===== src/rtl/qdm_pkg.sv =====
package qdm_pkg;

    // Phases of one multiplication
    typedef enum logic [1:0] {
        PH_IDLE  = 2'd0,
        PH_SETUP = 2'd1,
        PH_RUN   = 2'd2,
        PH_DONE  = 2'd3
    } phase_e;

    // How a radix-4 digit of value 3 is realised
    typedef enum logic {
        SEL_TRIPLE = 1'b0,   // add the stored 3a
        SEL_NEGATE = 1'b1    // subtract a, carry one into the next digit
    } sel_mode_e;

endpackage


===== src/rtl/qdm_seq.sv =====
module qdm_seq
    import qdm_pkg::*;
#(
    parameter int NDIG = 4
) (
    input  logic   clk,
    input  logic   rst_n,
    input  logic   start,
    output phase_e phase,
    output logic   accept,
    output logic   last_digit
);

    localparam int CW = (NDIG > 1) ? $clog2(NDIG) : 1;
    localparam logic [CW-1:0] LAST_IDX = CW'(NDIG - 1);

    typedef struct packed {
        phase_e        phase;
        logic [CW-1:0] cnt;
    } seq_t;

    seq_t seq_d, seq_q;

    always_comb begin
        seq_d      = seq_q;
        accept     = start && ((seq_q.phase == PH_IDLE) || (seq_q.phase == PH_DONE));
        last_digit = (seq_q.phase == PH_RUN) && (seq_q.cnt == LAST_IDX);
        unique case (seq_q.phase)
            PH_IDLE, PH_DONE: begin
                if (accept) begin
                    seq_d.phase = PH_SETUP;
                    seq_d.cnt   = '0;
                end
            end
            PH_SETUP: begin
                seq_d.phase = PH_RUN;
                seq_d.cnt   = '0;
            end
            PH_RUN: begin
                if (last_digit) begin
                    seq_d.phase = PH_DONE;
                end else begin
                    seq_d.cnt = seq_q.cnt + 1'b1;
                end
            end
            default: seq_d.phase = PH_IDLE;
        endcase
    end

    always_ff @(posedge clk or negedge rst_n) begin
        if (!rst_n) begin
            seq_q <= '{phase: PH_IDLE, cnt: '0};
        end else begin
            seq_q <= seq_d;
        end
    end

    assign phase = seq_q.phase;


    busy_start_ignored_chk: assert property (@(posedge clk) disable iff (!rst_n)
        ((seq_q.phase == PH_SETUP) || (seq_q.phase == PH_RUN)) && start
        |=> (seq_q.phase != PH_SETUP));

endmodule


===== src/rtl/qdm_digit_sel.sv =====
module qdm_digit_sel
    import qdm_pkg::*;
#(
    parameter int        K    = 8,
    parameter sel_mode_e MODE = SEL_TRIPLE
) (
    input  logic [1:0]          digit,
    input  logic                carry_in,
    input  logic [K-1:0]        a,
    input  logic [K+1:0]        three_a,
    output logic signed [K+3:0] addend,
    output logic                carry_out
);

    localparam int SW = K + 4;

    logic signed [SW-1:0] a_s, two_a_s, three_a_s;

    assign a_s       = $signed({4'b0000, a});
    assign two_a_s   = $signed({3'b000, a, 1'b0});
    assign three_a_s = $signed({2'b00, three_a});

    generate
        if (MODE == SEL_TRIPLE) begin : g_triple
            logic unused_carry;
            assign unused_carry = carry_in;
            always_comb begin
                carry_out = 1'b0;
                unique case (digit)
                    2'd0: addend = '0;
                    2'd1: addend = a_s;
                    2'd2: addend = two_a_s;
                    default: addend = three_a_s;
                endcase
            end
        end else begin : g_negate
            logic       unused_three;
            logic [2:0] eff;
            assign unused_three = ^three_a_s;
            assign eff = {1'b0, digit} + {2'b00, carry_in};
            always_comb begin
                unique case (eff)
                    3'd0: begin addend = '0;      carry_out = 1'b0; end
                    3'd1: begin addend = a_s;     carry_out = 1'b0; end
                    3'd2: begin addend = two_a_s; carry_out = 1'b0; end
                    3'd3: begin addend = -a_s;    carry_out = 1'b1; end
                    default: begin addend = '0;   carry_out = 1'b1; end
                endcase
            end
        end
    endgenerate

endmodule


===== src/rtl/quad_digit_mult.sv =====
module quad_digit_mult #(
    parameter int                 K    = 8,
    parameter qdm_pkg::sel_mode_e MODE = qdm_pkg::SEL_TRIPLE
) (
    input  logic           clk,
    input  logic           rst_n,
    input  logic           start,
    input  logic [K-1:0]   a_in,
    input  logic [K-1:0]   x_in,
    output logic           done,
    output logic [2*K-1:0] product
);
    import qdm_pkg::*;

    localparam int NDIG = K / 2;
    localparam int AW   = K + 4;
    localparam int LW   = $clog2(NDIG + 2) + 1;

    typedef struct packed {
        logic [K-1:0]  a;
        logic [K+1:0]  three_a;
        logic [AW-1:0] hi;
        logic [K-1:0]  lo;
        logic          carry;
    } dp_t;

    dp_t dp_d, dp_q;

    phase_e               phase;
    logic                 accept, last_digit;
    logic signed [AW-1:0] addend, fix, sum;
    logic                 carry_out;

    qdm_seq #(.NDIG(NDIG)) u_seq (
        .clk        (clk),
        .rst_n      (rst_n),
        .start      (start),
        .phase      (phase),
        .accept     (accept),
        .last_digit (last_digit)
    );

    qdm_digit_sel #(.K(K), .MODE(MODE)) u_sel (
        .digit     (dp_q.lo[1:0]),
        .carry_in  (dp_q.carry),
        .a         (dp_q.a),
        .three_a   (dp_q.three_a),
        .addend    (addend),
        .carry_out (carry_out)
    );

    // A carry left after the top digit is worth a*2^K; before the
    // final shift by two that is a*4 added to the upper part.
    assign fix = (last_digit && carry_out) ? $signed({2'b00, dp_q.a, 2'b00}) : '0;
    assign sum = $signed(dp_q.hi) + addend + fix;

    always_comb begin
        dp_d = dp_q;
        if (accept) begin
            dp_d.a     = a_in;
            dp_d.lo    = x_in;
            dp_d.hi    = '0;
            dp_d.carry = 1'b0;
        end else if (phase == PH_SETUP) begin
            dp_d.three_a = {2'b00, dp_q.a} + {1'b0, dp_q.a, 1'b0};
        end else if (phase == PH_RUN) begin
            dp_d.hi    = $unsigned(sum >>> 2);
            dp_d.lo    = {sum[1:0], dp_q.lo[K-1:2]};
            dp_d.carry = carry_out;
        end
    end

    always_ff @(posedge clk or negedge rst_n) begin
        if (!rst_n) begin
            dp_q <= '0;
        end else begin
            dp_q <= dp_d;
        end
    end

    assign done    = (phase == PH_DONE);
    assign product = {dp_q.hi[K-1:0], dp_q.lo};

    // ---------------- checking logic ----------------
    logic [LW-1:0]  lat_q;
    logic [2*K-1:0] ref_q;

    always_ff @(posedge clk or negedge rst_n) begin
        if (!rst_n) begin
            lat_q <= '0;
            ref_q <= '0;
        end else if (accept) begin
            lat_q <= '0;
            ref_q <= a_in * x_in;
        end else if ((phase == PH_SETUP) || (phase == PH_RUN)) begin
            lat_q <= lat_q + 1'b1;
        end
    end


    latency_chk: assert property (@(posedge clk) disable iff (!rst_n)
        $rose(done) |-> (lat_q == LW'(NDIG + 1)));


    product_value_chk: assert property (@(posedge clk) disable iff (!rst_n)
        $rose(done) |-> (product == ref_q));


    no_overflow_chk: assert property (@(posedge clk) disable iff (!rst_n)
        done |-> (dp_q.hi[AW-1:K] == '0));


    done_hold_chk: assert property (@(posedge clk) disable iff (!rst_n)
        (done && !start) |=> (done && $stable(product)));


    restart_clears_chk: assert property (@(posedge clk) disable iff (!rst_n)
        (done && start) |=> !done);

endmodule


===== config.mk =====
export PLATFORM = sky130hd
export DESIGN_NAME = quad_digit_mult
export DESIGN_NICKNAME = d
export VERILOG_FILES = /design/src/rtl/qdm_pkg.sv /design/src/rtl/qdm_seq.sv /design/src/rtl/qdm_digit_sel.sv /design/src/rtl/quad_digit_mult.sv
export SDC_FILE = /design/constraint.sdc
export NUM_CORES = 1
export LEC_CHECK = 0
export BUFFER_PORTS_ARGS = -buffer_cell sky130_fd_sc_hd__buf_2
export CAP_MARGIN = 0
export CORE_ASPECT_RATIO = 0.75
export CORE_MARGIN = 8
export CORE_UTILIZATION = 50
export CTS_BUF_LIST = sky130_fd_sc_hd__clkbuf_4 sky130_fd_sc_hd__clkbuf_8
export DETAILED_ROUTE_END_ITERATION = 16
export PLACE_DENSITY = 0.76
export SLEW_MARGIN = 30
export SYNTH_ARGS = -nofsm -noshare
export SYNTH_HDL_FRONTEND = slang
export SYNTH_SLANG_ARGS = --single-unit

===== constraint.sdc =====
create_clock -name clk -period 4.1 [get_ports clk]
set_input_delay 0.41 -clock clk [delete_from_list [all_inputs] [get_ports clk]]
set_output_delay 0.41 -clock clk [all_outputs]
set_load 0.005 [all_outputs]

Word-level counts from Yosys, hierarchy flattened. Index checks and enable logic that the tools add are counted.

Register bits: 42. Bits of input ports: 19. Output and inout bits: 17. Logic and storage cells: 39.

$add $sub $neg: 3. Equal/unequal tests: 10. Mux-type cells: 8. Bitwise logic cells: 1. Reduce and logical (&&, ||, !) cells: 11.

Operators by type and width (count): 21-bit 2-to-1 mux (3); 10-bit case mux with 3 select lines (1); 12-bit adder (1); 4-bit case mux with 3 select lines (1); 8-bit by 9-bit adder with 10-bit output (1); 2-bit equality test (second input constant) (4); 2-bit inequality test (second input constant) (4); 2-bit AND reduction (4); 2-bit by 1-bit equality test with 1-bit output (second input constant) (2); 2-bit zero test (2); 2-bit 2-to-1 mux (2); 4-bit 2-to-1 mux (1); 2-bit by 1-bit adder with 2-bit output (second input constant) (1); 1-bit logical AND (2); 2-bit nonzero test (1); 2-bit OR reduction (1); 1-bit logical OR (1); 1-bit inverter (1).

Logic depth before layout (Yosys ltp).
Depth after elaboration: 6. Depth in mapped cells: 11. Depth with buffers taken out: 9.

Cells and area by module. From an unflattened synthesis, not the netlist that was laid out.

Cells, all modules: 336. Area, all modules: 3144.3 sq um.

Modules (own cells, without submodules): quad_digit_mult (times used 1, cells each 284, area an instance 2645.0 sq um, seq. area each 925.9 sq um); qdm_seq (times used 1, cells each 25, area an instance 264.0 sq um, seq. area each 100.1 sq um); qdm_digit_sel (times used 1, cells each 27, area an instance 235.2 sq um, seq. area each 0.0 sq um).

Worst setup path after synthesis. OpenSTA, ideal clock, no wires.

Path type: reg-to-reg. From: reg dp_q (netlist bit product[0]). To: reg dp_q[17] (netlist name). Setup time: 0.121 ns. Data arrival time: 2.362 ns. Required time: 3.979 ns. Setup slack: 1.617 ns. Stages on the path, launching flop included: 10. Path buffers: 1. Clock period less this slack: 2.483 ns. Path through: dfrtp_1 -> clkbuf_1 -> mux2_2 -> a22o_1 -> fa_1 -> a21oi_2 -> o221ai_2 -> a311oi_2 -> xnor2_1 -> a22o_1.

Word-level cells in the longest chain between the ends: 6. Elaborated cells between the ends (all ways): 8. Classes of those cells: add/sub (1); eq/ne (2); mux (4); reduce/logical (1).

RTL lines: from (decl) (RTL line quad_digit_mult.sv:27) `dp_t dp_d, dp_q;`; from (signal assigned) (RTL line quad_digit_mult.sv:77) `dp_q <= dp_d;`; 2-bit equality test (tied with other cells) (RTL line qdm_digit_sel.sv:29) `unique case (digit)`; 10-bit case mux with 3 select lines (*) (RTL line qdm_digit_sel.sv:29); 12-bit adder (*) (RTL line quad_digit_mult.sv:55) `assign sum = $signed(dp_q.hi) + addend + fix;`; 21-bit 2-to-1 mux (*) (RTL line quad_digit_mult.sv:66) `end else if (phase == PH_RUN) begin`; 21-bit 2-to-1 mux (*) (RTL line quad_digit_mult.sv:64) `end else if (phase == PH_SETUP) begin`; 21-bit 2-to-1 mux (*) (RTL line quad_digit_mult.sv:59) `if (accept) begin`.

Every way passes the cells marked *; elsewhere a longest branch is shown, timed or not. The select of a mux whose other input is x is not followed. A chain may end at the register's enable or synchronous reset.

Worst setup path after layout.
From: reg dp_q (netlist bit product[0]). To: reg dp_q[19] (netlist name).

The elaborated chain is that of the path after synthesis.

==> results_dict.tcl <==
set metrics [dict create \
    hold_class "in2async" \
    drc 0 \
    finClkSkew_ps 7.03 \
    setup_viol 0 \
    grt_max_degree 41 \
    ios 36 \
    grt_pass1_vias 2136 \
    cts-root-buf "clkbuf_8" \
    num_rows 23 \
    htreeDepth 2 \
    antenna_cells 0 \
    setup_tns_ps 0 \
    placed_area_um2 2880 \
    cts_hold_buf 0 \
    first_pass_iters 4 \
    finalCritPeriodShare_pct 68.5 \
    overflow 0 \
    post-dp-hpwl_um 4430 \
    synth_ff_type "dfrtp_1" \
    crit_family "compound AO/OA/AOI/OAI gates" \
    routed_wirelength_um 5910 \
    critPathLaunch "product[0]" \
    drive_gt1_share_pct 19.5 \
    maxCapViolations 0 \
    cts.clk_slew.worst_paths_ps 80 \
    comb_power_share_pct 56.6 \
    grtUsageTotal_pct 15.8 \
    crit_cells 8 \
    swShare_pct 44.7 \
    syn-num-nets 344 \
    critPathKind "reg2reg" \
    finalCriticalPeriod_ps 2810 \
    crit_path_max_incr_delay_ps 640 \
    tritoncts "yes" \
    die_area_um2 8230 \
    via_per_inst 5.44 \
    p_seq_share_pct 32.5 \
    clk_latency_ps 290 \
    worst_r2r_endpoint "dp_q[19]" \
    start_util_pct 52.0 \
    worstMarginPinSlew_ps 801 \
    yosysSeqAreaShare_pct 36.0 \
    design_area_um2 2970 \
    synth_cell_types 46 \
    leakage_nw 1.45 \
    rrSetupSlack_ps 1290 \
    antenna_found_initial 0 \
    synth-seq-cells 40 \
    synth-edff-count 0 \
    worstPathRequired_ps 4270 \
    dp.cells 381 \
    synth_area_um2 2780 \
    worst-path-max-fanout 16 \
    vdd_drop_max_mv 0.323 \
    synth.area.top_cells "dfrtp_1 36%, ha_1 11%, a22o_1 5.4%, nand2_1 5.0%, buf_4 4.3%" \
    synth.avg_cell_area_um2 9.34 \
    switching_power_mw 1.06 \
    status "complete, no violations" \
    cts.sinks 40 \
    synthArstFlopShare_pct 100 \
    grt_pass1_wl_um 10400 \
    final_cell_count_no_fill 388 \
    die_h_um 80.6 \
    cp.arrival_ps 2980 \
    synth_warnings 0 \
    cts_buffers 5 \
    cts_buffer_depth 2 \
    drt_iter0_markers 77 \
    clockPowerShare_pct 10.9 \
    wire_per_inst_um 15.2 \
    rsz0062_at_grt "false" \
    final_antenna_net_count 0 \
    finalWeightedCongestion 0.835 \
    area_growth_pct 6.61 \
    p_int_mw 1.32 \
    worstSetupStartpointType "register" \
    cp_slowest_cell "dfrtp_1" \
    drv_slew 0 \
    vias 2110 \
    syn_inst 298 \
    critical_path.endpoint "dp_q[19]" \
    die_w_um 102 \
    relSlewSlack_pct 46.6 \
    nets 359 \
    timing.fmax_mhz 356 \
    dp_slack_ps 1320 \
    core_area_um2 5350 \
    synth_top_area_share_pct 36.0 \
    power_density_nw_per_um2 803 \
    worst_slack_ps 1290 \
    yosysTopAreaCell "dfrtp_1" \
    crit_chain "nor2b_1 -> a22o_1 -> ha_1 -> a211oi_1 -> o211ai_1 -> a21boi_1 -> mux2i_1 -> o22ai_1" \
    r2r_cells 8 \
    critical_path_buf_inv_count 0 \
    hold_viol 0 \
    r2r-start "product[0]" \
    cts_resized 0 \
    io_buffers 35 \
    postCtsSetupBuffers 0 \
    end_kind "register" \
]
[layout by cell type (no fill, tap or decap), drive strengths merged, types with 3 or more instances in the layout]
cell	instances
nand3	5
a22oi	7
xnor2	7
mux2	9
mux2i	5
a22o	17
nor2	13
nor2b	12
buf	36
a21oi	10
clkbuf	6
nor3	3
o211ai	3
or3	3
inv	17
dfrtp	40
o21ai	24
nand2	37
a21o	3
ha	25
[how the worst min path moves through the flow]
stage | cells past startpoint | startpoint | slack [ps] | end
global route | 1 | rst_n | 120 | product[9]
floorplan | 0 | rst_n | 110 | dp_q[17]
CTS | 1 | rst_n | 260 | product[6]
detailed placement | 2 | product[3] | 500 | product[3]
global placement | 2 | product[2] | 480 | product[2]
finish | 1 | rst_n | 80 | product[6]
[metal layers]
| metal | global-route usage, % | part of all wire [%] | up-vias |
|---|---|---|---|
| met4 | 3.94 | 1.0 | 0 |
| li1 | - | - | 1064 |
| met5 | 0 | 0 | - |
| met1 | 22.5 | 50 | 996 |
| met2 | 23.7 | 44 | 42 |
| met3 | 3.37 | 5.0 | 8 |
[power by group through the flow]
stage / Sequential [mW] / Clock (mW) / Combinational, mW
final: 0.774 / 0.260 / 1.35
after detailed placement: 0.775 / 0 / 1.34
after global routing: 0.800 / 0.281 / 1.53
after floorplan: 0.690 / 0 / 1.17
after CTS: 0.770 / 0.267 / 1.35
after global placement: 0.764 / 0 / 1.30
[stage by stage]
step | power, mW | hold WS, ps | util (%)
finish | 2.38 | 78.0 | 55.4
global route | 2.62 | 124 | 55.4
CTS | 2.39 | 265 | 55.4
detailed placement | 2.12 | 499 | 53.9
global placement | 2.06 | 482 | 53.9
floorplan | 1.86 | 114 | -
[registers in the layout, indices dropped and copies added, names as in the netlist]
signal       count
product         16
u_seq.seq_q      2
u_seq.phase      2
dp_q            20
[logic make-up after synthesis]
| logic type | Yosys count | share of synthesized area, % |
|---|---|---|
| xor+xnor | 9 | 2.83 |
| buf+inv | 45 | 8.63 |
| compound gates | 82 | 20.9 |
| fa+ha+maj | 27 | 12.7 |
| mux | 14 | 5.44 |
| flops | 40 | 36.0 |
| simple gates | 81 | 13.5 |
[cell type report]
class	instances	area, µm²
inverter	17	63.8
multi-input combinational	213	1540
timing repair buffer	36	185
clock inverter	1	5.00
clock buffer	6	76.3
sequential	40	1000
tap	75	93.8
fill	497	2390
[synthesized netlist by cell type (3+ instances only)]
master / count
dfrtp_1: 40
nand2_1: 37
ha_1: 25
o21ai_0: 23
a22o_1: 17
inv_1: 17
buf_4: 16
nor2_1: 13
nor2b_1: 12
mux2_2: 9
a21oi_1: 8
a22oi_1: 7
clkbuf_1: 7
xnor2_1: 7
mux2i_1: 5
nand3_1: 5
a21o_1: 3
buf_2: 3
nor3_1: 3
o211ai_1: 3
or3_1: 3
No activity file was read; power rests on OpenSTA's default activity.
